===== src/rtl/serbus_bridge.sv =====
module serbus_bridge #(
  parameter int DW = 8
) (
  input  logic          clk,
  input  logic          rst,
  input  logic          ser_in,
  input  logic          ser_clk,
  input  logic          wr_stb,
  input  logic          rd_stb_n,
  input  logic          addr_oe_n,
  input  logic          data_oe_n,
  input  logic [DW-1:0] data_in,
  output logic          ser_out,
  output logic [DW-1:0] addr_hi,
  output logic [DW-1:0] addr_lo,
  output logic          addr_en,
  output logic [DW-1:0] data_out,
  output logic          data_en
);
  localparam int CW = $clog2(DW + 1);

  logic [2:0]    clk_s, wr_s, rd_s;
  logic [1:0]    din_s;
  logic [DW-1:0] shin, shout;
  logic [CW-1:0] cnt;
  logic          bit_rise, wr_rise, rd_fall, full;

  assign bit_rise = clk_s[1] & ~clk_s[2];
  assign wr_rise  = wr_s[1]  & ~wr_s[2];
  assign rd_fall  = ~rd_s[1] & rd_s[2];
  assign full     = (cnt == CW'(DW));
  assign ser_out  = shout[DW-1];

  always_ff @(posedge clk) begin
    if (rst) begin
      clk_s <= '0;
      wr_s  <= '0;
      rd_s  <= '1;
      din_s <= '0;
    end else begin
      clk_s <= {clk_s[1:0], ser_clk};
      wr_s  <= {wr_s[1:0], wr_stb};
      rd_s  <= {rd_s[1:0], rd_stb_n};
      din_s <= {din_s[0], ser_in};
    end
  end

  always_ff @(posedge clk) begin
    if (rst) begin
      shin <= '0;
      cnt  <= '0;
    end else begin
      if (bit_rise) shin <= {shin[DW-2:0], din_s[1]};
      if (wr_rise || rd_fall) cnt <= '0;
      else if (bit_rise && !full) cnt <= cnt + 1'b1;
    end
  end

  always_ff @(posedge clk) begin
    if (rst) begin
      data_out <= '0;
      addr_lo  <= '0;
      addr_hi  <= '0;
    end else if (wr_rise && full) begin
      data_out <= addr_lo;
      addr_lo  <= addr_hi;
      addr_hi  <= shin;
    end
  end

  always_ff @(posedge clk) begin
    if (rst) shout <= '0;
    else if (rd_fall) shout <= data_in;
    else if (bit_rise) shout <= {shout[DW-2:0], 1'b0};
  end

  always_ff @(posedge clk) begin
    if (rst) begin
      addr_en <= 1'b0;
      data_en <= 1'b0;
    end else begin
      addr_en <= ~addr_oe_n;
      data_en <= ~data_oe_n;
    end
  end
endmodule


===== config.mk =====
export PLATFORM = sky130hd
export DESIGN_NAME = serbus_bridge
export DESIGN_NICKNAME = d
export VERILOG_FILES = /design/src/rtl/serbus_bridge.sv
export SDC_FILE = /design/constraint.sdc
export NUM_CORES = 1
export LEC_CHECK = 0
export BUFFER_PORTS_ARGS = -buffer_cell sky130_fd_sc_hd__buf_2
export CORE_ASPECT_RATIO = 0.9
export CORE_MARGIN = 2
export CORE_UTILIZATION = 40
export DETAILED_ROUTE_END_ITERATION = 7
export PLACE_DENSITY_LB_ADDON = 0.25
export SYNTH_ARGS = -nofsm -noshare
export SYNTH_HDL_FRONTEND = slang
export SYNTH_SLANG_ARGS = --single-unit

===== constraint.sdc =====
create_clock -name clk -period 1.9 [get_ports clk]
set_input_delay 0.285 -clock clk [delete_from_list [all_inputs] [get_ports clk]]
set_output_delay 0.285 -clock clk [all_outputs]
set_load 0.02 [all_outputs]

==> results.ini <==
[worst_setup_path]
timing.rr.end=data_out[7]$_SDFFE_PP0P_
crit_fanout=10
worstSetupStartpointType=flop
timing.rr.start=cnt[0]$_SDFFE_PP0P_
crit_type=flop to flop
cp_top_family=simple AND/OR/NAND/NOR gates
cp_cell_sequence=inv_1, ha_1, and3b_1, nand2b_1, a31o_1
worstPathArrival_ps=1740
worstSetupEndpointType=flop
path_buf_inv=1
ff2ff_setup_slack_ps=390
required_ps=2120
max_stage_delay_ps=330
cp_slowest_cell=dfxtp_1
r2r_cells=5

[layout]
final_common_cell=dfxtp_1
mostFrequentLayoutCells=dfxtp_1 (57), nand2_1 (46), buf_2 (42)
final_util_pct=49.2
syn2layout_area_growth_pct=19.3
fin_cells=340
finalNetCount=286
fillers=519
drive_above_1_share_pct=24.9
diodes=0

[routing]
first_iter_violations=64
wirelength_mm=4.19
ant_nets=0
dr.pass1.iters=4
wire_per_inst_um=12.3
drc_errors=0
vias=1647
viasPerCell=4.84

[synthesis]
syn_nets=243
synth_adder_area_share_pct=1.17
ys_ff_latch=57
synth_xor_area_share_pct=0
synth_top_family_by_area=simple AND/OR/NAND/NOR gates
yosysSeqAreaShare_pct=53.3
synthCells=225
ys_top_cells_by_area=dfxtp_1 (53%), nand2_1 (8.1%), mux2i_1 (7.5%), a21oi_1 (3.3%), a31o_1 (3.3%)
ys_types=25
yosys.area.top_type=dfxtp_1
yosys_warnings=0
avgSynthCellArea_um2=9.51
synth_compound_area_share_pct=11.2
synth_top_area_share_pct=53.3
muxShareOfSynthArea_pct=7.48
synthSimpleGateAreaFrac_pct=22.0
syn_area_um2=2140

[floorplanning]
row_count=25
io_pins=43
die_y_um=73.4
core_um2=5190
fp.dieW_um=81.1
start_util_pct=41.2
design.die.area_um2=5950

[clock_network]
post_cts_buffers=0
clock_path_buffers=2
htreeDepth=3
root_buffer=clkbuf_8
cts_tree=done
clk_latency_ps=330
clk_pin_slew_ps=60
ctsResizeCount=0
numCtsBuffers=9
hold_buffers=0
clkSinkCount=57

[timing]
post-route-min-period_ps=1510
setup_viol=0
rsz0062_at_grt=false
maxSlewHeadroom_pct=65.9
report.final.slew_viol_count=0
tns_ps=0
fmax_ghz=0.661
worstMarginPinSlew_ps=511
post-route-period-util_pct=79.6
worst_slack_ps=388
fin_skew_ps=10.2
hold_viol_final=0

[placement]
place_hpwl_mm=2.79
pre_cts_slack_ps=387
gp_congestion=0.715
dp_cells=324
port_buffers=42

[power]
power.density_nw_per_um2=900
p_total_mw=2.30
p_leak_nw=1.03
peakVddDrop_v=0.000448

[global_route]
grt_max_degree=33
overflow=0
grt_pass1_wl_mm=7.16
grt_pass1_vias=1525
grt_util_all_layers_pct=16.1
antenna_found_initial=0

[min_path]
min_from=data_oe_n
hold_class=input port to flop
whs_path_depth=2
holdPathEnd=data_en$_SDFF_PP0_

[run_status]
status=completed

[flow_run]
cap_violations=0

-- per-layer routing --
layer	global-route usage, %	wire length (µm)	share of wire, %	vias up
li1	-	-	-	849
met1	20.6	2030	48	751
met2	23.8	1850	44	39
met3	7.86	251	6.0	8
met4	5.08	62	1.5	0
met5	0	0	0	-
-- state kept, by name, indices dropped and copies added (netlist names) --
register	flops
data_out	8
addr_hi	8
shout	8
wr_s	3
rd_s	3
clk_s	3
data_en	1
addr_lo	8
din_s	2
addr_en	1
cnt	4
shin	8
-- worst max path at each step --
stage | from | endpoint | slack, ps | depth (start not counted)
5_1_grt | cnt[0]$_SDFFE_PP0P_ | addr_lo[7]$_SDFFE_PP0P_ | 210 | 5
2_1_floorplan | cnt[0]$_SDFFE_PP0P_ | data_out[0]$_SDFFE_PP0P_ | 610 | 6
4_1_cts | cnt[0]$_SDFFE_PP0P_ | data_out[4]$_SDFFE_PP0P_ | 380 | 5
6_report | cnt[0]$_SDFFE_PP0P_ | data_out[7]$_SDFFE_PP0P_ | 390 | 5
3_5_place_dp | cnt[0]$_SDFFE_PP0P_ | data_out[6]$_SDFFE_PP0P_ | 390 | 5
3_3_place_gp | cnt[0]$_SDFFE_PP0P_ | data_out[1]$_SDFFE_PP0P_ | 430 | 5
-- worst register-to-register path: stages (launching register included) --
cell      delay [ps]
dfxtp_1          330
inv_1             80
ha_1             220
and3b_1          220
nand2b_1         260
a31o_1           300
-- power by group --
part           switching (mW)  leakage (nW)  internal, mW
combinational          0.0594         0.475        0.0395
clock                   0.472        0.0891         0.503
sequential            0.00906         0.463          1.22
total                   0.540          1.03          1.76
-- synth_stat cells (all sizes together) --
cell type	count
inv	4
ha	2
a31oi	7
dfxtp	57
a31o	8
nor2b	9
nand2b	12
o21ai	11
clkbuf	5
nor3	8
buf	10
a21oi	14
mux2i	16
nor2	3
nand2	46
nand3b	2
or2	3
nand3	6
and3b	1
or3	1
-- stage by stage --
stage / instance area, µm² / hold WS (ps)
after floorplan: 2140 / 357
after global placement: 2380 / 392
after detailed placement: 2380 / 394
after CTS: 2550 / 81.4
after global routing: 2550 / 84.5
final: 2550 / 101
-- cell type report --
cell class	instances	area [µm²]	area share (%)
clock buffers	11	141	5.53
inverters	4	15.0	0.588
clock inverters	5	31.3	1.22
flip-flops and latches	57	1140	44.7
well taps	67	83.8	3.28
multi-input cells	149	895	35.0
repair buffers	47	248	9.70
-- cells by family (layout without fill, tap and decap cells) --
group	count (synthesis)	after routing
AND/OR/NAND/NOR	91	91
adder cells (fa/ha/maj)	2	2
buffers and inverters	19	67
multiplexers	16	16
flip-flops	57	57
AO/OA/AOI/OAI	40	40
Power figures use the tool's default switching activity.
